===== src/rtl/rxc_pkg.sv =====
package rxc_pkg;
  // Fixed routing geometry: six BAR slots plus the expansion ROM.
  localparam int unsigned NUM_SLOTS = 7;
  localparam int unsigned NUM_PAIRS = (NUM_SLOTS - 1) / 2;
  localparam int unsigned NUM_OUT   = NUM_SLOTS + 3;
  localparam int unsigned OUT_CPL   = NUM_SLOTS;
  localparam int unsigned OUT_MSG   = NUM_SLOTS + 1;
  localparam int unsigned OUT_ERR   = NUM_SLOTS + 2;
  localparam int unsigned BAR_W     = 3;
  localparam logic [BAR_W-1:0] BAR_NONE = 3'b111;

  typedef enum logic [1:0] {
    CLS_REQ = 2'b00,
    CLS_CPL = 2'b01,
    CLS_MSG = 2'b10,
    CLS_ERR = 2'b11
  } cls_e;
endpackage


===== src/rtl/rxc_hdr_decode.sv =====
// Header doubleword decode: fmt/type to class code.
module rxc_hdr_decode
  import rxc_pkg::*;
(
  input  logic [31:0] hdr_dw,
  output cls_e        cls
);
  logic [2:0] fmt;
  logic [4:0] typ;
  logic       fmt_rd;     // no data, 3 or 4 DW header
  logic       fmt_any;    // any fmt without prefix
  logic       fmt_nd_wd;  // 3DW without data or 3DW with data

  assign fmt       = hdr_dw[31:29];
  assign typ       = hdr_dw[28:24];
  assign fmt_any   = (fmt[2] == 1'b0);
  assign fmt_rd    = (fmt[2:1] == 2'b00);
  assign fmt_nd_wd = (fmt == 3'b000) || (fmt == 3'b010);

  always_comb begin
    cls = CLS_ERR;
    if (typ[4:3] == 2'b10) begin
      // message family, routing subfield in typ[2:0]
      if ((fmt == 3'b001) || (fmt == 3'b011)) begin
        cls = CLS_MSG;
      end
    end else begin
      case (typ)
        5'b00000: if (fmt_any)   cls = CLS_REQ;
        5'b00001: if (fmt_rd)    cls = CLS_REQ;
        5'b00010: if (fmt_nd_wd) cls = CLS_REQ;
        5'b01010,
        5'b01011: if (fmt_nd_wd) cls = CLS_CPL;
        default:                 cls = CLS_ERR;
      endcase
    end
  end
endmodule


===== src/rtl/rxc_bar_select.sv =====
// BAR hit folding for 64-bit pairs, then lowest-index priority.
module rxc_bar_select
  import rxc_pkg::*;
#(
  parameter logic [NUM_PAIRS-1:0] PAIR_MASK = '0
) (
  input  logic [NUM_SLOTS-1:0] hit,
  output logic [BAR_W-1:0]     code,
  output logic                 any_hit
);
  logic [NUM_SLOTS-1:0] folded;

  // Pairs cover slots 0..NUM_PAIRS*2-1; the ROM slot never pairs.
  for (genvar p = 0; p < NUM_PAIRS; p++) begin : g_pair
    if (PAIR_MASK[p]) begin : g_wide
      assign folded[2*p]   = hit[2*p] | hit[2*p+1];
      assign folded[2*p+1] = 1'b0;
    end else begin : g_narrow
      assign folded[2*p]   = hit[2*p];
      assign folded[2*p+1] = hit[2*p+1];
    end
  end
  for (genvar s = 2 * NUM_PAIRS; s < NUM_SLOTS; s++) begin : g_single
    assign folded[s] = hit[s];
  end

  always_comb begin
    code = BAR_NONE;
    for (int i = NUM_SLOTS - 1; i >= 0; i--) begin
      if (folded[i]) code = BAR_W'(i);
    end
  end

  assign any_hit = |folded;
endmodule


===== src/rtl/rxc_route_ctl.sv =====
// Latches the route chosen on the first word and holds it through EOP.
module rxc_route_ctl
  import rxc_pkg::*;
(
  input  logic             clk,
  input  logic             rst_n,
  input  logic             fire,
  input  logic             last,
  input  cls_e             dec_cls,
  input  logic [BAR_W-1:0] dec_bar,
  output cls_e             cur_cls,
  output logic [BAR_W-1:0] cur_bar
);
  logic             busy;
  cls_e             held_cls;
  logic [BAR_W-1:0] held_bar;

  always_ff @(posedge clk or negedge rst_n) begin
    if (!rst_n) begin
      busy     <= 1'b0;
      held_cls <= CLS_ERR;
      held_bar <= BAR_NONE;
    end else if (fire) begin
      if (!busy) begin
        held_cls <= dec_cls;
        held_bar <= dec_bar;
      end
      busy <= !last;
    end
  end

  assign cur_cls = busy ? held_cls : dec_cls;
  assign cur_bar = busy ? held_bar : dec_bar;
endmodule


===== src/rtl/rx_tlp_classifier.sv =====
// Receive packet classifier: class + BAR routing onto ten output streams.
module rx_tlp_classifier
  import rxc_pkg::*;
#(
  parameter int unsigned          DATA_W        = 64,
  parameter int unsigned          EMPTY_W       = 1,
  parameter logic [NUM_PAIRS-1:0] BAR_PAIR_MASK = '0
) (
  input  logic                 clk,
  input  logic                 rst_n,
  input  logic                 in_valid,
  output logic                 in_ready,
  input  logic [DATA_W-1:0]    in_data,
  input  logic                 in_sop,
  input  logic                 in_eop,
  input  logic [EMPTY_W-1:0]   in_empty,
  input  logic [NUM_SLOTS-1:0] in_bar_hit,
  output logic [NUM_OUT-1:0]   out_valid,
  input  logic [NUM_OUT-1:0]   out_ready,
  output logic [DATA_W-1:0]    out_data,
  output logic                 out_sop,
  output logic                 out_eop,
  output logic [EMPTY_W-1:0]   out_empty,
  output logic [1:0]           out_class,
  output logic [BAR_W-1:0]     out_bar
);
  cls_e             hdr_cls;
  cls_e             dec_cls;
  cls_e             cur_cls;
  logic [BAR_W-1:0] hit_code;
  logic [BAR_W-1:0] dec_bar;
  logic [BAR_W-1:0] cur_bar;
  logic             hit_any;
  logic             fire;
  logic [NUM_OUT-1:0] sel_oh;

  rxc_hdr_decode u_hdr (
    .hdr_dw (in_data[31:0]),
    .cls    (hdr_cls)
  );

  rxc_bar_select #(
    .PAIR_MASK (BAR_PAIR_MASK)
  ) u_bar (
    .hit     (in_bar_hit),
    .code    (hit_code),
    .any_hit (hit_any)
  );

  // A request without a BAR hit cannot be delivered to a BAR output.
  always_comb begin
    dec_cls = hdr_cls;
    dec_bar = BAR_NONE;
    if (hdr_cls == CLS_REQ) begin
      if (hit_any) dec_bar = hit_code;
      else         dec_cls = CLS_ERR;
    end
  end

  assign fire = in_valid && in_ready;

  rxc_route_ctl u_route (
    .clk     (clk),
    .rst_n   (rst_n),
    .fire    (fire),
    .last    (in_eop),
    .dec_cls (dec_cls),
    .dec_bar (dec_bar),
    .cur_cls (cur_cls),
    .cur_bar (cur_bar)
  );

  // One-hot output select.
  for (genvar k = 0; k < NUM_SLOTS; k++) begin : g_bar_out
    assign sel_oh[k] = (cur_cls == CLS_REQ) && (cur_bar == BAR_W'(k));
  end
  assign sel_oh[OUT_CPL] = (cur_cls == CLS_CPL);
  assign sel_oh[OUT_MSG] = (cur_cls == CLS_MSG);
  assign sel_oh[OUT_ERR] = (cur_cls == CLS_ERR);

  assign in_ready  = |(sel_oh & out_ready);
  assign out_valid = in_valid ? sel_oh : '0;

  assign out_data  = in_data;
  assign out_sop   = in_sop;
  assign out_eop   = in_eop;
  assign out_empty = in_empty;
  assign out_class = cur_cls;
  assign out_bar   = cur_bar;
endmodule


===== config.mk =====
export PLATFORM = sky130hd
export DESIGN_NAME = rx_tlp_classifier
export DESIGN_NICKNAME = d
export VERILOG_FILES = /design/src/rtl/rxc_pkg.sv /design/src/rtl/rxc_hdr_decode.sv /design/src/rtl/rxc_bar_select.sv /design/src/rtl/rxc_route_ctl.sv /design/src/rtl/rx_tlp_classifier.sv
export SDC_FILE = /design/constraint.sdc
export NUM_CORES = 1
export LEC_CHECK = 0
export BUFFER_PORTS_ARGS = -buffer_cell sky130_fd_sc_hd__buf_2
export CAP_MARGIN = 20
export CORE_MARGIN = 3
export CORE_UTILIZATION = 35
export CTS_BUF_LIST = sky130_fd_sc_hd__clkbuf_8 sky130_fd_sc_hd__clkbuf_16
export DETAILED_ROUTE_END_ITERATION = 16
export GPL_TIMING_DRIVEN = 0
export PLACE_DENSITY = 0.94
export SYNTH_ARGS = -nofsm -noshare
export SYNTH_HDL_FRONTEND = slang
export SYNTH_SLANG_ARGS = --single-unit

===== constraint.sdc =====
create_clock -name clk -period 5.8 [get_ports clk]
set_clock_uncertainty 0.1 [all_clocks]
set_input_delay 0.58 -clock clk [delete_from_list [all_inputs] [get_ports clk]]
set_output_delay 0.58 -clock clk [all_outputs]
set_load 0.01 [all_outputs]

; ---- After elaboration in Yosys (flattened, before gate mapping)
; Index checks and enable logic that the tools add are counted.
[op_classes]
eq_ne = 17
mux = 21
reduce_logical = 20
div = 0
shifts = 0
bitwise_logic = 1
multipliers = 0
addsub = 0
magnitude_cmp = 0
[ops]
columns = op, n
row1 = 3-bit two-way mux, 7
row2 = 2-bit two-way mux, 10
row3 = "3-bit by 2-bit == test with 1-bit output, second input constant", 4
row4 = 10-bit AND, 1
row5 = "5-bit by 4-bit == test with 1-bit output, second input constant", 2
row6 = 10-bit two-way mux, 1
row7 = 10-bit OR reduction, 1
row8 = "3-bit == test, second input constant", 3
row9 = 1-bit logical AND, 8
row10 = 2-bit case mux with 4 select lines, 1
row11 = 7-bit OR reduction, 1
row12 = "2-bit == test, second input constant", 3
row13 = "3-bit by 1-bit == test with 1-bit output, second input constant", 2
row14 = 2-bit zero test, 3
row15 = 3-bit zero test, 2
row16 = "5-bit by 1-bit == test with 1-bit output, second input constant", 1
row17 = "5-bit by 2-bit == test with 1-bit output, second input constant", 1
row18 = 5-bit zero test, 1
row19 = "2-bit by 1-bit == test with 1-bit output, second input constant", 1
row20 = 1-bit logical OR, 2
row21 = 1-bit two-way mux, 2
row22 = 2-bit OR reduction, 1
row23 = 1-bit zero test, 1
[totals]
latchBits = 0
wordCells = 62
romBits = 0
input_bits = 87
out_inout_bits = 83
n_memories = 0
regBits = 6
ram_bits = 0

; ---- Depth between registers and ports, before layout
; Gate-level depths: netlist (run 1).
[logic_depth]
depth_word = 15
depth_mapped = 9

; ---- Cells and area by module
; From an unflattened synthesis (run 1), not the netlist that was laid out.
[unflattened]
hier_cells = 151
area_unflattened_um2 = 1234.9
[by_module_without_submodules]
columns = module, seq_area_each_um2, cells_each, area_each_um2, n_inst
row1 = rx_tlp_classifier, 0.0, 107, 768.2, 1
row2 = rxc_route_ctl, 156.4, 20, 321.6, 1
row3 = rxc_hdr_decode, 0.0, 14, 85.1, 1
row4 = rxc_bar_select, 0.0, 10, 60.1, 1

; ---- Worst setup path before layout (run 1)
; OpenSTA, ideal clock, no wires.
[synth_timing]
path_type = input port to output port
startpoint = in in_data[28]
endpoint = out in_ready
stages = 8
setup_slack_ns = 2.424
arrival_time_ns = 2.696
path_buffers = 1
required_ns = 5.120
cell_sequence = or3b_4 > or2_4 > a2111oi_1 > or2_1 > buf_2 > mux2_2 > a221oi_2 > o21ai_2
[synth_between]
elab_chain_cells = 11
[synth_rtl]
columns = item, line_no
row1 = "start, declared", rx_tlp_classifier.sv:13  ; input logic [DATA_W-1:0] in_data,
row2 = 5-bit by 4-bit == test with 1-bit output, rxc_hdr_decode.sv:28  ; case (typ)
row3 = 2-bit OR reduction, rxc_hdr_decode.sv:28
row4 = 2-bit case mux with 4 select lines, rxc_hdr_decode.sv:28
row5 = 2-bit two-way mux *, rxc_hdr_decode.sv:22  ; if (typ[4:3] == 2'b10) begin
row6 = 2-bit zero test or 2-bit two-way mux (tied branches), "rx_tlp_classifier.sv:54, rx_tlp_classifier.sv:55"
row7 = 3-bit two-way mux or 2-bit two-way mux (tied branches), rx_tlp_classifier.sv:54  ; if (hdr_cls == CLS_REQ) begin
row8 = 3-bit two-way mux or 2-bit two-way mux (tied branches), --
row9 = 3-bit by 1-bit == test with 1-bit output (tied with other cells), rx_tlp_classifier.sv:75  ; assign sel_oh[k] = (cur_cls == CLS_REQ) && (cur_bar == BAR_W'(k));
row10 = 1-bit logical AND, rx_tlp_classifier.sv:75
row11 = 10-bit AND *, rx_tlp_classifier.sv:81  ; assign in_ready = |(sel_oh & out_ready);
row12 = 10-bit OR reduction *, rx_tlp_classifier.sv:81
row13 = "end, declared", rx_tlp_classifier.sv:12  ; output logic in_ready,
; Every way passes the cells marked *; elsewhere a longest branch is shown, timed or not.

; ---- Final worst setup path (run 1)
; Same ends and word-level chain as after synthesis.

==> metrics, run 1 <==
final HPWL from detailed placement between 3 and 4 mm; Reg2Reg Depth 7; most frequent CP cell buf_2; Synth Area per Inst 7.56 um^2; ys async rst share 1.00; clock-pin slew on the worst setup and hold paths 0.04 ns; post-synthesis cell type count between 40 and 50; Crit path largest cell delay 0.49 ns; first-pass GRT wire length 5.73 mm; commonest non-fill, non-tap cells in the layout 111 x buf_2, 67 x buf_4, 16 x nor2_1; GRT Resource Usage Total 0.160; #FFs+latches synth 6; status complete, no violations; CTS max path bufs 2; FMAX 257 MHz; share of cells above drive strength 1 0.684; Hold Violations, Final 0; Net Switching 267 uW; initial antenna violation count 0; Synth top area share 0.382; Post-CTS Setup Inserts 0; H-tree levels 1; measured slew at the worst slew-check pin 0.520 ns; Pwr per Cell Area 291 nW/um^2; Critical Path AT 3.21 ns; final setup vio count 0; die width 67.3 um; clk root buf clkbuf_8; Core Area 3470 um^2; Final period util 0.671; Starting Density 0.380; largest net degree at the start of global routing 11; DRC 0; Seq/Total Area, Yosys 0.119; antenna-violating nets left 0; multi-input logic area 629 um^2; CP bufs+invs 3; Fillers approximately 340; flip-flop and latch area 156 um^2; First-pass DRT Iterations 4; RSZ-0062 raised after global routing no; Slew Viols, Final 0; routed vias 1558; Crit Path Max Fanout 7; layout net count 376; CTS tree built; min Tclk post-route 3.89 ns; Final GP Congestion 0.940; Syn-to-layout area delta 49.6%; Worst Setup End Kind output pin; cell family with most CP delay compound AO/OA/AOI/OAI gates; Fin Setup TNS 0 ns; initial DRC count 53; hold buffers post-CTS 0; die height 67.3 um; average routed wire per standard cell roughly 12 um; CP max-delay cell a2111oi_1; total global routing overflow 0; Clock Latency Late Sink between 0.2 and 0.25 ns; via density per instance ~4.7; Flop pwr share 0.172; Row Count 21; Routed Wire Length 4.08 mm; vias in the first global route 1396; yosys warns 0; Buffers on Ports 110; worst vdd ir 0.178 mV; internal power component 306 uW; Clock Power Share 0.111; Worst path depth 10; Synth Cell Area 1320 um^2; Cells after Synth around 170; Pleak 0.00110 uW; crit-path cells buf_2, or3b_4, or2_4, a2111oi_1, or2_1, buf_2, mux2_2, a221oi_2, o21ai_2, buf_2; Crit path required time 5.12 ns; dominant cells by area after synthesis buf_4 38%, dfstp_2 10%, nor2_1 4.6%; Combinational Power Share 0.717; Gates resized, CTS repair 0; Max-slew headroom 0.653; Sw Ratio 0.466; most common cell after layout, fill and taps aside buf_2; Critical Path Source Type input pin; die area 4530 um^2; Primary FF master, synth dfstp_2; cts bufs inserted 3; CTS Sinks 6; I/O pin count 170; Core Util, Final 0.568; Post-synth EDFFs 0; diode count 0; CP Class in2out; Synthesized Nets about 260; Max-Cap Viols 0; area leader, netlist buf_4; Hold Path Class in2async
## through the flow
stage	setup slack (ns)	hold WS, ns	area, um^2	power [uW]	cells
final	1.91	0.0745	1970	574	334
after CTS	1.89	0.0760	1970	577	334
after floorplan	2.42	0.184	1320	383	174
after global placement	1.94	0.311	1920	501	330
after global routing	1.75	0.0742	1970	624	334
after detailed placement	1.92	0.312	1920	510	330
## metal layers
layer | vias to the layer above | GRT usage | share of wire
met2 | 103 | 0.299 | 0.53
met3 | 2 | 0.0349 | 0.11
li1 | 772 | - | -
met5 | - | 0 | 0
met4 | 0 | 0.0380 | 0.0034
met1 | 681 | 0.183 | 0.35
## Yosys cell counts, types with 2 or more instances
master / n
nand3b_1: 2
a32oi_1: 2
a32o_1: 2
nand2_1: 9
inv_1: 4
clkbuf_1: 2
o31a_1: 2
nor2b_1: 3
a2bb2oi_1: 3
nor2_1: 16
nand3_1: 3
a21oi_1: 5
buf_4: 67
o21ai_0: 5
nor4_1: 4
a21o_1: 3
o21bai_1: 3
nor3_1: 5
and2_1: 3
dfstp_2: 5
## path summary, 6_finish.rpt
check	slack [ns]	to	startpoint
min reg2reg	0.39	u_route.held_bar[2]	u_route.held_bar[2]
min	0.07	u_route.busy	rst_n
min in group clk	0.39	u_route.held_bar[2]	u_route.held_bar[2]
max	1.91	in_ready	in_data[28]
max reg2reg	3.33	u_route.held_bar[0]	u_route.busy
max in group asynchronous	5.30	u_route.held_bar[0]	rst_n
## logic make-up (layout without fill, tap and decap cells)
| logic type | count (synthesis) | count (layout) | synth area share |
|---|---|---|---|
| mux | 3 | 3 | 0.0276 |
| flops | 6 | 6 | 0.119 |
| simple gates | 54 | 54 | 0.214 |
| buf+inv | 74 | 188 | 0.403 |
| compound gates | 37 | 37 | 0.237 |
## area by class of cell
type / instances / share of cell area
Buffer: 70 / 0.262
Clock buffer: 3 / 0.0210
Clock inverter: 1 / 0.00191
Inverter: 4 / 0.00762
Multi-Input combinational cell: 94 / 0.320
Sequential cell: 6 / 0.0794
Tap cell: 46 / 0.0292
Timing Repair Buffer: 110 / 0.280
## flip-flops by register name (all words and copies together), names as in the netlist
register	flops
u_route.busy	1
u_route.held_bar	3
u_route.held_cls	2
## power by group through the flow
stage          combinational, uW  sequential (uW)  clock, uW
2_1_floorplan                291             91.8          0
3_5_place_dp                 411             98.6          0
6_report                     411             98.7       63.7
4_1_cts                      414             98.2       64.8
3_3_place_gp                 404             96.9          0
5_1_grt                      453              103       67.7
Power figures use the tool's default switching activity.
==> run 2: changes to the inputs <==
--- a/config.mk
+++ b/config.mk
@@ -8,11 +8,11 @@
 export BUFFER_PORTS_ARGS = -buffer_cell sky130_fd_sc_hd__buf_2
 export CAP_MARGIN = 20
 export CORE_MARGIN = 3
-export CORE_UTILIZATION = 35
+export CORE_UTILIZATION = 32
 export CTS_BUF_LIST = sky130_fd_sc_hd__clkbuf_8 sky130_fd_sc_hd__clkbuf_16
 export DETAILED_ROUTE_END_ITERATION = 16
 export GPL_TIMING_DRIVEN = 0
-export PLACE_DENSITY = 0.94
+export PLACE_DENSITY = 0.87
 export SYNTH_ARGS = -nofsm -noshare
 export SYNTH_HDL_FRONTEND = slang
 export SYNTH_SLANG_ARGS = --single-unit
==> constraint.sdc (replaced) <==
create_clock -name clk -period 4 [get_ports clk]
set_clock_uncertainty 0.1 [all_clocks]
set_input_delay 0.4 -clock clk [delete_from_list [all_inputs] [get_ports clk]]
set_output_delay 0.4 -clock clk [all_outputs]
set_load 0.01 [all_outputs]
==> run 2 against run 1 <==
- critical path depth is the same
- critical path type unchanged
- wire length shrank 1.6%
- sequential share of layout area is 0.050 points lower
- register-to-register slack worse by 1.8 ns
- largest power group unchanged
- first-iteration DRC count decreased by 43%
- clock-buffer cell count is the same
==> metrics, run 2 (synthesized netlist as in run 1, its figures left out) <==
Crit path required time 3.50 ns; vias in the first global route 1418; total global routing overflow 0; initial DRC count 30; clk root buf clkbuf_8; largest net degree at the start of global routing 11; CP Class in2out; Row Count 22; CTS max path bufs 2; DRC 0; Buffers on Ports 110; Max-Cap Viols 0; share of cells above drive strength 1 0.682; Core Area 3800 um^2; diode count 0; final setup vio count 0; commonest non-fill, non-tap cells in the layout 111 x buf_2, 67 x buf_4, 16 x nor2_1; layout net count 377; Crit Path Max Fanout 7; Non-Filler Instances 337; most common cell after layout, fill and taps aside buf_2; measured slew at the worst slew-check pin 0.586 ns; min Tclk post-route 3.51 ns; Pwr per Cell Area about 420 nW/um^2; CTS Sinks 6; Largest register FFs 3; final HPWL from detailed placement 3.55 mm; Post-CTS Setup Inserts 0; Pleak 0.00110 uW; Slew Viols, Final 0; Worst Setup End Kind output pin; cts bufs inserted 3; H-tree levels 1; Inst Count DP 332; routed vias around 1600; Max-slew headroom 0.608; status complete, no violations; die height about 70 um; design area 1980 um^2; Final GP Congestion about 0.93; First-pass DRT Iterations 4; Critical Path Source Type input pin; die area just under 5000 um^2; Pwr Total 838 uW; Syn-to-layout area delta 50.6%; Hold Path Class in2reg; I/O pin count 170; Fin Setup TNS 0 ns; FMAX around 280 MHz; Hold Violations, Final 0; worst vdd ir 0.251 mV; Final period util 0.878; CTS tree built; RSZ-0062 raised after global routing no; Largest Register u_route.held_bar; initial antenna violation count 0; Starting Density 0.347; WHS 0.323 ns; top flop regs u_route.held_bar: 3 flops, u_route.held_cls: 2 flops, u_route.busy: 1 flops; Placed Area 1930 um^2; Critical Path AT 3.01 ns; GRT Resource Usage Total 0.138; die width 70.1 um; Clock Latency Late Sink 0.22 ns; average routed wire per standard cell 11.9 um; antenna-violating nets left 0; Routed Wire Length 4.02 mm; clock-pin slew on the worst setup and hold paths 0.04 ns; first-pass GRT wire length ~6 mm; via density per instance 4.70
## run 2: cell types whose count changed in the layout (fill, tap and decap cells not counted)
cell	before	now
dlygate4sd3_1	0	1
## run 2: worst max-delay path, stage by stage
cell and delay [ns]:
buf_2 0.12, or3b_4 0.41, or2_4 0.29, a2111oi_1 0.52
or2_1 0.17, buf_2 0.17, mux2_2 0.38, a221oi_2 0.28
o21ai_2 0.12, buf_2 0.15
## run 2: final cells by class
class                   instances  area [um^2]
inverters                       4         15.0
multi-input cells              94          629
clock buffers                   3         41.3
well taps                      48         60.1
repair buffers                111          561
fillers                       372         1820
plain buffers                  70          515
flip-flops and latches          6          156
clock inverters                 1         3.75
## run 2: stage by stage
| step | util | setup slack [ns] |
|---|---|---|
| CTS | 0.522 | 0.497 |
| finish | 0.522 | 0.489 |
| global placement | 0.507 | 0.530 |
| floorplan | - | 0.984 |
| global route | 0.522 | 0.373 |
| detailed placement | 0.507 | 0.498 |
## run 2: where the power goes
group | switching [uW] | internal [uW]
combinational | 335 | 267
sequential | 29.2 | 112
clock | 28.6 | 66.2
total | 393 | 445
## run 2: worst paths after layout
kind	from	cells after the start	endpoint	slack [ns]
setup reg to reg	u_route.busy	7	u_route.held_bar[0]	1.57
hold reg to reg	u_route.held_bar[2]	2	u_route.held_bar[2]	0.39
min in group asynchronous	rst_n	2	u_route.busy	0.43
max in group asynchronous	rst_n	2	u_route.held_cls[1]	3.13
setup / recovery	in_data[28]	10	in_ready	0.49
hold / removal	in_eop	2	u_route.busy	0.32
## run 2: what timing repair did
action,CTS,global route
gates resized for setup,0,0
endpoints found under the hold margin,1,0
hold buffers,1,0
## run 2: layer usage
| layer | track usage | part of all wire |
|---|---|---|
| met5 | 0 | 0 |
| met4 | 0.0234 | 0 |
| met3 | 0.0273 | 0.12 |
| met2 | 0.290 | 0.56 |
| met1 | 0.138 | 0.32 |
